===== src/rtl/auxreq_pkg.sv =====
package auxreq_pkg;

  typedef enum logic [1:0] {
    ST_IDLE = 2'd0,
    ST_REQ  = 2'd1,
    ST_WAIT = 2'd2
  } aux_state_e;

  localparam logic [1:0] RSP_ACK  = 2'd0;
  localparam logic [1:0] RSP_NACK = 2'd1;

  localparam logic [5:0] OFS_CMD  = 6'h00;
  localparam logic [5:0] OFS_AD0  = 6'h01;
  localparam logic [5:0] OFS_AD1  = 6'h02;
  localparam logic [5:0] OFS_AD2  = 6'h03;
  localparam logic [5:0] OFS_LEN  = 6'h04;
  localparam logic [5:0] OFS_CTL  = 6'h05;
  localparam logic [5:0] OFS_STS  = 6'h06;
  localparam logic [5:0] OFS_CFG  = 6'h07;
  localparam logic [1:0] BANK_WD  = 2'b01;
  localparam logic [1:0] BANK_RD  = 2'b10;

  // smaller of a value and a limit
  function automatic logic [7:0] clamp_u8(input logic [7:0] v, input logic [7:0] lim);
    return (v > lim) ? lim : v;
  endfunction

  // outcome of a reply: {short, fail}
  function automatic logic [1:0] classify(input logic [1:0] code, input logic nonzero);
    if (code == RSP_NACK) return nonzero ? 2'b10 : 2'b01;
    return 2'b00;
  endfunction

  function automatic logic is_read(input logic [3:0] cmd);
    return cmd[0];
  endfunction

endpackage


===== src/rtl/auxreq_regs.sv =====
module auxreq_regs
  import auxreq_pkg::*;
#(
  parameter int NBYTES = 16,
  parameter int ADDR_W = 20,
  parameter int CMD_W  = 4,
  localparam int LEN_W = $clog2(NBYTES + 1)
) (
  input  logic                  clk,
  input  logic                  rst_n,
  input  logic                  hst_wr,
  input  logic [5:0]            hst_addr,
  input  logic [7:0]            hst_wdata,
  output logic [7:0]            hst_rdata,
  input  logic                  fin_evt,
  input  logic                  fin_fail,
  input  logic                  fin_short,
  input  logic [LEN_W-1:0]      fin_count,
  input  logic [NBYTES*8-1:0]   rd_flat,
  output logic                  send_q,
  output logic [CMD_W-1:0]      cmd_q,
  output logic [ADDR_W-1:0]     addr_q,
  output logic [LEN_W-1:0]      len_q,
  output logic [NBYTES*8-1:0]   wd_flat,
  output logic                  sts_done,
  output logic                  sts_fail,
  output logic                  sts_short,
  output logic                  irq
);

  logic open_wr;
  logic cfg_done_ie, cfg_irq_en;
  logic hit_cmd, hit_ad0, hit_ad1, hit_ad2, hit_len, hit_ctl, hit_sts, hit_cfg;
  logic [2:0] sts_clr;

  assign open_wr = hst_wr && !send_q;
  assign hit_cmd = open_wr && (hst_addr == OFS_CMD);
  assign hit_ad0 = open_wr && (hst_addr == OFS_AD0);
  assign hit_ad1 = open_wr && (hst_addr == OFS_AD1);
  assign hit_ad2 = open_wr && (hst_addr == OFS_AD2);
  assign hit_len = open_wr && (hst_addr == OFS_LEN);
  assign hit_ctl = open_wr && (hst_addr == OFS_CTL);
  assign hit_sts = hst_wr && (hst_addr == OFS_STS);
  assign hit_cfg = hst_wr && (hst_addr == OFS_CFG);
  assign sts_clr = hit_sts ? hst_wdata[2:0] : 3'b000;

  always_ff @(posedge clk or negedge rst_n) begin
    if (!rst_n) begin
      cmd_q  <= '0;
      addr_q <= '0;
    end else begin
      if (hit_cmd) cmd_q <= hst_wdata[CMD_W-1:0];
      if (hit_ad0) addr_q[7:0] <= hst_wdata;
      if (hit_ad1) addr_q[15:8] <= hst_wdata;
      if (hit_ad2) addr_q[ADDR_W-1:16] <= hst_wdata[ADDR_W-17:0];
    end
  end

  always_ff @(posedge clk or negedge rst_n) begin
    if (!rst_n) begin
      len_q <= '0;
    end else if (fin_short) begin
      len_q <= fin_count;
    end else if (hit_len) begin
      len_q <= LEN_W'(clamp_u8(hst_wdata, 8'(NBYTES)));
    end
  end

  always_ff @(posedge clk or negedge rst_n) begin
    if (!rst_n) begin
      send_q <= 1'b0;
    end else if (fin_evt) begin
      send_q <= 1'b0;
    end else if (hit_ctl && hst_wdata[0]) begin
      send_q <= 1'b1;
    end
  end

  always_ff @(posedge clk or negedge rst_n) begin
    if (!rst_n) begin
      sts_done  <= 1'b0;
      sts_fail  <= 1'b0;
      sts_short <= 1'b0;
    end else begin
      sts_done  <= (sts_done  && !sts_clr[0]) || fin_evt;
      sts_fail  <= (sts_fail  && !sts_clr[1]) || fin_fail;
      sts_short <= (sts_short && !sts_clr[2]) || fin_short;
    end
  end

  always_ff @(posedge clk or negedge rst_n) begin
    if (!rst_n) begin
      cfg_done_ie <= 1'b0;
      cfg_irq_en  <= 1'b0;
    end else if (hit_cfg) begin
      cfg_done_ie <= hst_wdata[0];
      cfg_irq_en  <= hst_wdata[1];
    end
  end

  assign irq = sts_done && cfg_done_ie && cfg_irq_en;

  genvar gi;
  generate
    for (gi = 0; gi < NBYTES; gi++) begin : g_wd
      logic hit_wd;
      assign hit_wd = open_wr && (hst_addr == 6'(16 + gi));
      always_ff @(posedge clk or negedge rst_n) begin
        if (!rst_n) wd_flat[gi*8 +: 8] <= 8'h00;
        else if (hit_wd) wd_flat[gi*8 +: 8] <= hst_wdata;
      end
    end
  endgenerate

  always_comb begin
    int idx;
    idx = int'(hst_addr[3:0]);
    hst_rdata = 8'h00;
    case (hst_addr)
      OFS_CMD: hst_rdata = 8'(cmd_q);
      OFS_AD0: hst_rdata = addr_q[7:0];
      OFS_AD1: hst_rdata = addr_q[15:8];
      OFS_AD2: hst_rdata = 8'(addr_q >> 16);
      OFS_LEN: hst_rdata = 8'(len_q);
      OFS_CTL: hst_rdata = {7'd0, send_q};
      OFS_STS: hst_rdata = {5'd0, sts_short, sts_fail, sts_done};
      OFS_CFG: hst_rdata = {6'd0, cfg_irq_en, cfg_done_ie};
      default: begin
        if (idx < NBYTES) begin
          if (hst_addr[5:4] == BANK_WD) hst_rdata = wd_flat[idx*8 +: 8];
          else if (hst_addr[5:4] == BANK_RD) hst_rdata = rd_flat[idx*8 +: 8];
        end
      end
    endcase
  end

endmodule


===== src/rtl/auxreq_ctl.sv =====
module auxreq_ctl
  import auxreq_pkg::*;
#(
  parameter int NBYTES = 16,
  parameter int CMD_W  = 4,
  localparam int LEN_W = $clog2(NBYTES + 1)
) (
  input  logic             clk,
  input  logic             rst_n,
  input  logic             send_q,
  input  logic [CMD_W-1:0] cmd_q,
  input  logic [LEN_W-1:0] len_q,
  input  logic             req_ready,
  input  logic             rsp_valid,
  input  logic [1:0]       rsp_code,
  input  logic [LEN_W-1:0] rsp_count,
  output logic             req_valid,
  output logic             rsp_ready,
  output logic             fin_evt,
  output logic             fin_fail,
  output logic             fin_short,
  output logic [LEN_W-1:0] fin_count,
  output logic             rd_store
);

  aux_state_e state_q, state_d;
  logic [1:0] outcome;

  always_comb begin
    state_d = state_q;
    case (state_q)
      ST_IDLE: if (send_q) state_d = ST_REQ;
      ST_REQ:  if (req_ready) state_d = ST_WAIT;
      ST_WAIT: if (rsp_valid) state_d = ST_IDLE;
      default: state_d = ST_IDLE;
    endcase
  end

  always_ff @(posedge clk or negedge rst_n) begin
    if (!rst_n) state_q <= ST_IDLE;
    else        state_q <= state_d;
  end

  assign req_valid = (state_q == ST_REQ);
  assign rsp_ready = (state_q == ST_WAIT);
  assign fin_evt   = rsp_ready && rsp_valid;
  assign fin_count = LEN_W'(clamp_u8(8'(rsp_count), 8'(len_q)));
  assign outcome   = classify(rsp_code, fin_count != '0);
  assign fin_fail  = fin_evt && outcome[0];
  assign fin_short = fin_evt && outcome[1];
  assign rd_store  = fin_evt && is_read(4'(cmd_q));

endmodule


===== src/rtl/auxreq_rdbuf.sv =====
module auxreq_rdbuf #(
  parameter int NBYTES = 16,
  localparam int LEN_W = $clog2(NBYTES + 1)
) (
  input  logic                clk,
  input  logic                rst_n,
  input  logic                rd_store,
  input  logic [LEN_W-1:0]    fin_count,
  input  logic [NBYTES*8-1:0] rsp_data,
  output logic [NBYTES*8-1:0] rd_flat
);

  genvar gi;
  generate
    for (gi = 0; gi < NBYTES; gi++) begin : g_rd
      logic take;
      assign take = rd_store && (int'(fin_count) > gi);
      always_ff @(posedge clk or negedge rst_n) begin
        if (!rst_n)    rd_flat[gi*8 +: 8] <= 8'h00;
        else if (take) rd_flat[gi*8 +: 8] <= rsp_data[gi*8 +: 8];
      end
    end
  endgenerate

endmodule


===== src/rtl/auxreq_csr_engine.sv =====
module auxreq_csr_engine #(
  parameter int NBYTES = 16,
  parameter int ADDR_W = 20,
  parameter int CMD_W  = 4,
  localparam int LEN_W = $clog2(NBYTES + 1)
) (
  input  logic                clk,
  input  logic                rst_n,
  input  logic                hst_wr,
  input  logic [5:0]          hst_addr,
  input  logic [7:0]          hst_wdata,
  output logic [7:0]          hst_rdata,
  output logic                irq,
  output logic                req_valid,
  input  logic                req_ready,
  output logic [CMD_W-1:0]    req_cmd,
  output logic [ADDR_W-1:0]   req_addr,
  output logic [LEN_W-1:0]    req_len,
  output logic [NBYTES*8-1:0] req_data,
  input  logic                rsp_valid,
  output logic                rsp_ready,
  input  logic [1:0]          rsp_code,
  input  logic [LEN_W-1:0]    rsp_count,
  input  logic [NBYTES*8-1:0] rsp_data
);

  logic                send_q;
  logic [CMD_W-1:0]    cmd_q;
  logic [ADDR_W-1:0]   addr_q;
  logic [LEN_W-1:0]    len_q;
  logic [NBYTES*8-1:0] wd_flat;
  logic [NBYTES*8-1:0] rd_flat;
  logic                fin_evt, fin_fail, fin_short, rd_store;
  logic [LEN_W-1:0]    fin_count;
  logic                sts_done, sts_fail, sts_short;

  auxreq_regs #(.NBYTES(NBYTES), .ADDR_W(ADDR_W), .CMD_W(CMD_W)) u_regs (
    .clk(clk), .rst_n(rst_n),
    .hst_wr(hst_wr), .hst_addr(hst_addr), .hst_wdata(hst_wdata), .hst_rdata(hst_rdata),
    .fin_evt(fin_evt), .fin_fail(fin_fail), .fin_short(fin_short), .fin_count(fin_count),
    .rd_flat(rd_flat),
    .send_q(send_q), .cmd_q(cmd_q), .addr_q(addr_q), .len_q(len_q), .wd_flat(wd_flat),
    .sts_done(sts_done), .sts_fail(sts_fail), .sts_short(sts_short), .irq(irq)
  );

  auxreq_ctl #(.NBYTES(NBYTES), .CMD_W(CMD_W)) u_ctl (
    .clk(clk), .rst_n(rst_n),
    .send_q(send_q), .cmd_q(cmd_q), .len_q(len_q),
    .req_ready(req_ready), .rsp_valid(rsp_valid), .rsp_code(rsp_code), .rsp_count(rsp_count),
    .req_valid(req_valid), .rsp_ready(rsp_ready),
    .fin_evt(fin_evt), .fin_fail(fin_fail), .fin_short(fin_short),
    .fin_count(fin_count), .rd_store(rd_store)
  );

  auxreq_rdbuf #(.NBYTES(NBYTES)) u_rdbuf (
    .clk(clk), .rst_n(rst_n),
    .rd_store(rd_store), .fin_count(fin_count), .rsp_data(rsp_data),
    .rd_flat(rd_flat)
  );

  assign req_cmd  = cmd_q;
  assign req_addr = addr_q;
  assign req_len  = len_q;
  assign req_data = wd_flat;

endmodule


===== config.mk =====
export PLATFORM = sky130hd
export DESIGN_NAME = auxreq_csr_engine
export DESIGN_NICKNAME = d
export VERILOG_FILES = /design/src/rtl/auxreq_pkg.sv /design/src/rtl/auxreq_regs.sv /design/src/rtl/auxreq_ctl.sv /design/src/rtl/auxreq_rdbuf.sv /design/src/rtl/auxreq_csr_engine.sv
export SDC_FILE = /design/constraint.sdc
export NUM_CORES = 1
export LEC_CHECK = 0
export BUFFER_PORTS_ARGS = -buffer_cell sky130_fd_sc_hd__buf_2
export CAP_MARGIN = 20
export CORE_ASPECT_RATIO = 0.5
export CORE_MARGIN = 2
export CORE_UTILIZATION = 50
export CTS_BUF_LIST = sky130_fd_sc_hd__clkbuf_4 sky130_fd_sc_hd__clkbuf_8
export DETAILED_ROUTE_END_ITERATION = 10
export GPL_TIMING_DRIVEN = 0
export PLACE_DENSITY_LB_ADDON = 0.25
export SYNTH_ARGS = -nofsm -noshare
export SYNTH_HDL_FRONTEND = slang
export SYNTH_SLANG_ARGS = --single-unit

===== constraint.sdc =====
create_clock -name clk -period 4.4 [get_ports clk]
set_input_delay 0 -clock clk [delete_from_list [all_inputs] [get_ports clk]]
set_output_delay 0 -clock clk [all_outputs]
set_load 0.005 [all_outputs]

**Yosys cells after proc, flatten, opt, wreduce, memory -nomap -nowiden**

Index checks and enable logic that the tools add are counted.

- Register bits: 293
- Bits of input ports: 154

- Order comparisons: 18
- Equal/unequal tests: 31
- Shifts and indexed selects: 2
- Mux-type cells: 18
- Reduce and logical (&&, ||, !) cells: 64

Operator list:

| kind | count |
|---|---|
| $shiftx 128x8->8 | 2 |
| $eq 6x5->1 const B | 16 |
| $pmux 8 s8 | 1 |
| $logic_and 1x1->1 | 51 |
| $gt 5x4->1 const B | 8 |
| $eq 6x3->1 const B | 4 |
| $gt 5x3->1 const B | 4 |
| $mux 5 | 4 |
| $mux 8 | 2 |
| $eq 6x2->1 const B | 2 |
| $mux 2 | 6 |
| $gt 5x1->1 const B | 2 |
| $gt 5x2->1 const B | 2 |
| $gt 8x5->1 const B | 1 |
| $eq 2x1->1 const B | 3 |
| $eq 6x1->1 const B | 1 |
| $logic_not 6->1 | 1 |
| $pmux 2 s3 | 1 |
| $gt 5x5->1 | 1 |
| $reduce_bool 5->1 | 1 |
| $eq 2x2->1 const B | 2 |
| $logic_not 1->1 | 4 |
| $ne 2x2->1 const B | 2 |
| $reduce_bool 2->1 | 2 |
| other kinds (6) | 10 |

**Longest topological paths before layout**

- Word-level depth: 8
- Gate-level depth with buffers: 12
- Depth with buffers taken out: 9

**Hierarchy**

Synthesis repeated with hierarchy kept, for this count alone.

- Cell total of the unflattened synthesis: 950
- Area total of the unflattened synthesis: 14042.2 µm²

By module, submodules not included:

| module | times used | cells an instance | area an instance (µm²) | sequential area each (µm²) |
|---|---|---|---|---|
| auxreq_regs | 1 | 614 | 8777.2 | 4078.9 |
| auxreq_rdbuf | 1 | 290 | 4888.4 | 3203.1 |
| auxreq_ctl | 1 | 46 | 376.6 | 50.0 |

**Worst setup path before layout**

No wires, ideal clock.

- Kind: register -> register
- Start point: reg u_regs.len_q[3]
- End point: reg u_rdbuf.rd_flat[64]
- Arrival time: 2.497 ns
- Data required time: 4.275 ns
- Path slack: 1.778 ns
- Cell stages (with the launch flop): 11
- Buffers on the path: 2
- Period minus slack after synthesis: 2.622 ns
- Cell sequence: dfrtp_1 clkbuf_1 inv_1 ha_1 o211ai_1 a21oi_2 nor2_1 mux2_4 buf_6 o31ai_4 mux2_2

- Cells in the longest elaborated chain, start to end: 4

Ends and longest elaborated chain:

| item | RTL line | RTL |
|---|---|---|
| from (decl) | auxreq_regs.sv:23 | `output logic [LEN_W-1:0] len_q,` |
| from (signal assigned) | auxreq_regs.sv:63 | `len_q <= fin_count;` |
| from (signal assigned) | auxreq_regs.sv:65 | `len_q <= LEN_W'(clamp_u8(hst_wdata, 8'(NBYTES)));` |
| $gt 5x5->1 | auxreq_pkg.sv:25 | `return (v > lim) ? lim : v;` |
| $mux 5 (*) | auxreq_pkg.sv:25 |  |
| $gt 5x4->1 (*) | auxreq_rdbuf.sv:17 | `assign take = rd_store && (int'(fin_count) > gi);` |
| $logic_and 1x1->1 (*) | auxreq_rdbuf.sv:17 |  |
| to (signal, indexed assignment) | auxreq_rdbuf.sv:20 | `else if (take) rd_flat[gi*8 +: 8] <= rsp_data[gi*8 +: 8];` |
| to (decl) | auxreq_rdbuf.sv:10 | `output logic [NBYTES*8-1:0] rd_flat` |

Mark *: on every way between the ends. The rest lies on a longest branch, timed or not.
A chain may end at the register's enable or synchronous reset.

**Final worst setup path**

- Start point: reg u_regs.len_q[3]
- End point: reg u_regs.len_q[3]

- Cells in the longest elaborated chain, start to end: 8
- Elaborated cells on any way between the ends: 9
- Those cells by class: order compare: 1; mux: 5; reduce/logical: 3

Ends and longest elaborated chain:

| item | RTL line | RTL |
|---|---|---|
| $gt 5x5->1 | auxreq_pkg.sv:25 |  |
| $mux 5 (*) | auxreq_pkg.sv:25 |  |
| $reduce_bool 5->1 | auxreq_ctl.sv:48 | `assign outcome = classify(rsp_code, fin_count != '0);` |
| $mux 2 (2 in a row) | auxreq_pkg.sv:30 | `if (code == RSP_NACK) return nonzero ? 2'b10 : 2'b01;` |
| $mux 2 | auxreq_pkg.sv:31 | `return 2'b00;` |
| $logic_and 1x1->1 | auxreq_ctl.sv:50 | `assign fin_short = fin_evt && outcome[1];` |
| $mux 5 or $reduce_bool 2->1 (tied branches) | n/a |  |

Mark *: on every way between the ends. The rest lies on a longest branch, timed or not. The select of a mux whose other input is x is not followed.

==> flow_summary.ini <==
[status]
status = complete, no violations

[setup_path]
cp-end-kind = flip-flop
crit_slowest_cell = dlygate4sd3_1
worstSetupPathType = reg -> reg
path_cells = clkbuf_1, inv_1, ha_1, and4_1, nand2_1, o21ai_1, mux2_2, a21oi_2, o22ai_1, dlygate4sd3_1
path_max_fanout = 8
cp_data_required_time_ns = 4.85
crit_arrival_ns = 3.93
cpPeakStageDelay_ns = 0.57
r2r_cells = 10
startpoint_type = flip-flop

[sta]
setup_tns_ns = 0
maxSlewViolCount = 0
timing.fmax_mhz = 287
finalSetupViolCount = 0
fin_crit_ns = 3.48
fin_skew_ns = 0.0272
finalCritPeriodShare_pct = 79.2
whs_ns = 0.0332
hold_violations = 0
rsz0062_at_grt = false
worst_slew_pin_slew_ns = 1.04
slew_headroom_pct = 30.7

[clock_tree]
cts_resized = 0
cts_setup_buffers = 0
cts_buffers = 44
cts.clk_slew.worst_paths_ns = 0.07
insertion_delay_ns = 0.59
root_buffer = clkbuf_8
htreeDepth = 2
clockBufferDepth = 3
cts_tree = done
cts.sinks = 293

[routing]
drc = 0
first_iter_violations = 890
drt-total-wl_um = 46500
vias = 11055
postRouteAntennaNets = 0
vias_per_cell = 5.84
firstDrtPassIters = 5
post_drt_wl_per_cell_um = 24.6

[cells_and_area]
nets = 1633
final_core_util_pct = 67.4
final_common_cell = buf_2
final_cell_mix = 329 x buf_2, 293 x dfrtp_1, 284 x mux2_2, 146 x dlygate4sd3_1, 76 x mux4_2
area_growth_syn_to_layout_pct = 32.4
seqCellArea_sq_mm = 0.00733
final_cells = 1892
multi_input_area_sq_mm = 0.00642
fillCellCount = 2061
final_layout_size_suffix_gt1_share_pct = 53.6

[yosys]
syn_area_per_cell_sq_um = 14.6
ys_ff_latch = 293
synth-edff-count = 0
netlist_instances = 963
synth.distinct_cells = 52
syn_nets = 1122
netlist_area_sq_mm = 0.0141
async_flop_share_pct = 100
ys_seq_area_share_pct = 52.0
yosys_most_used_dff = dfrtp_1
ys_warn_count = 0

[grt]
antenna_found_initial = 3
grt_usage_pct = 32.1
grt_pass1_vias = 11520
overflow = 0
grt_pass1_wl_um = 69600
grt_max_degree = 121

[die]
start_util_pct = 50.9
fp.dieW_um = 241
placement_rows = 43
io_pins = 322
die_area_sq_mm = 0.0296
die_height_um = 123
core_sq_mm = 0.0277

[power_and_ir_drop]
total_leakage_power_nw = 9.26
power_density_mw_per_mm2 = 446
vdd_drop_max_uv = 241

[place]
hpwl_um = 32500
globalplace.congestion = 0.914
portBuffers = 314
dp.cells = 1661

[worst_hold_path]
min_path_type = in -> async

[job]
drv_cap = 0
[report_power, final]
group	internal [mW]	leakage [nW]	switching [mW]
logic	1.21	4.81	1.00
clock network	1.29	0.493	1.11
registers	3.30	3.95	0.414
total	5.80	9.26	2.53
[final timing paths]
check	slack (ns)	to	start
max in group asynchronous	3.78	u_regs.wd_flat[52]	rst_n
min in group clk	0.03	u_regs.len_q[1]	rsp_code[0]
worst max register to register	0.92	u_regs.len_q[3]	u_regs.len_q[3]
worst min-delay path	0.03	u_rdbuf.rd_flat[80]	rst_n
worst min register to register	0.48	u_ctl.state_q[0]	u_ctl.state_q[1]
worst max-delay path	0.92	u_regs.len_q[3]	u_regs.len_q[3]
[cell families (layout without fill, tap and decap cells)]
logic type                 count (synthesis)  in the layout  synth area share, %
muxes                                    370            370                 35.6
DFF                                      293            293                 52.0
and+or+nand+nor                          129            129                 4.57
AOI/OAI and AO/OA                         99             99                 4.98
buffers and inverters                     67            612                 2.40
adders and majority gates                  5              5                0.444
other                                      0              2                    0
[layer usage]
layer	vias up	GRT usage (%)	share of wire (%)
met5	-	0	0
met4	0	11.3	3.0
met3	109	6.84	8.1
met2	538	52.7	49
met1	5728	42.7	40
li1	4680	-	-
[final cells by class]
class	count	share of cell area, %
sequential	293	39.3
multi-input combinational	603	34.4
timing repair buffer	465	16.8
clock buffer	73	4.81
tap	382	2.56
buffer	59	1.65
clock inverter	7	0.241
inverter	8	0.161
antenna	2	0.0268
[Yosys cell counts, types with 5 or more instances]
cell type / instances / area share (%)
a21o_1: 5 / 0.27
buf_1: 7 / 0.19
mux2_2: 284 / 23
nor3_2: 5 / 0.36
nor2_1: 24 / 0.64
o21ai_2: 11 / 0.68
mux2i_1: 9 / 0.64
inv_1: 7 / 0.19
o21ai_0: 13 / 0.46
clkbuf_1: 26 / 0.69
buf_2: 15 / 0.53
buf_6: 7 / 0.56
dfrtp_1: 293 / 52
nor2b_1: 10 / 0.44
o22ai_1: 11 / 0.49
a21oi_1: 21 / 0.75
mux4_2: 76 / 12
ha_1: 5 / 0.44
nand2_1: 44 / 1.2
nand3_1: 11 / 0.39
and3_1: 8 / 0.36
a31oi_1: 5 / 0.22
nor3_1: 5 / 0.18
nand2b_1: 5 / 0.22
a221oi_1: 5 / 0.31
[timing repair]
| item | CTS | global route |
|---|---|---|
| endpoints found under the setup margin | 0 | 0 |
| endpoints found under the hold margin | 461 | 0 |
| hold buffers | 147 | 0 |
[registers in the layout, summed over array words and instances (netlist names)]
name,count
u_regs.cmd_q,4
u_regs.sts_short,1
u_ctl.state_q,2
u_regs.len_q,5
u_regs.wd_flat,128
u_regs.cfg_done_ie,1
u_regs.cfg_irq_en,1
u_regs.send_q,1
u_regs.addr_q,20
u_rdbuf.rd_flat,128
u_regs.sts_done,1
u_regs.sts_fail,1
[critical path: cells and delay by family (launching register included)]
family                   cells  cell delay [ns]
AO/OA/AOI/OAI                3             0.69
adder cells (fa/ha/maj)      1             0.36
buffers and inverters        3             1.19
multiplexers                 1             0.40
flip-flops                   1             0.39
AND/OR/NAND/NOR              2             0.34
[through the flow]
stage	area [sq um]	setup WS [ns]	total power, mW
finish	18700	0.915	8.33
floorplan	14100	1.78	4.94
detailed placement	16200	1.04	5.81
global route	18700	0.762	8.71
global placement	16100	-1.84	5.70
CTS	18600	0.988	8.30
No activity file was read; power rests on OpenSTA's default activity.
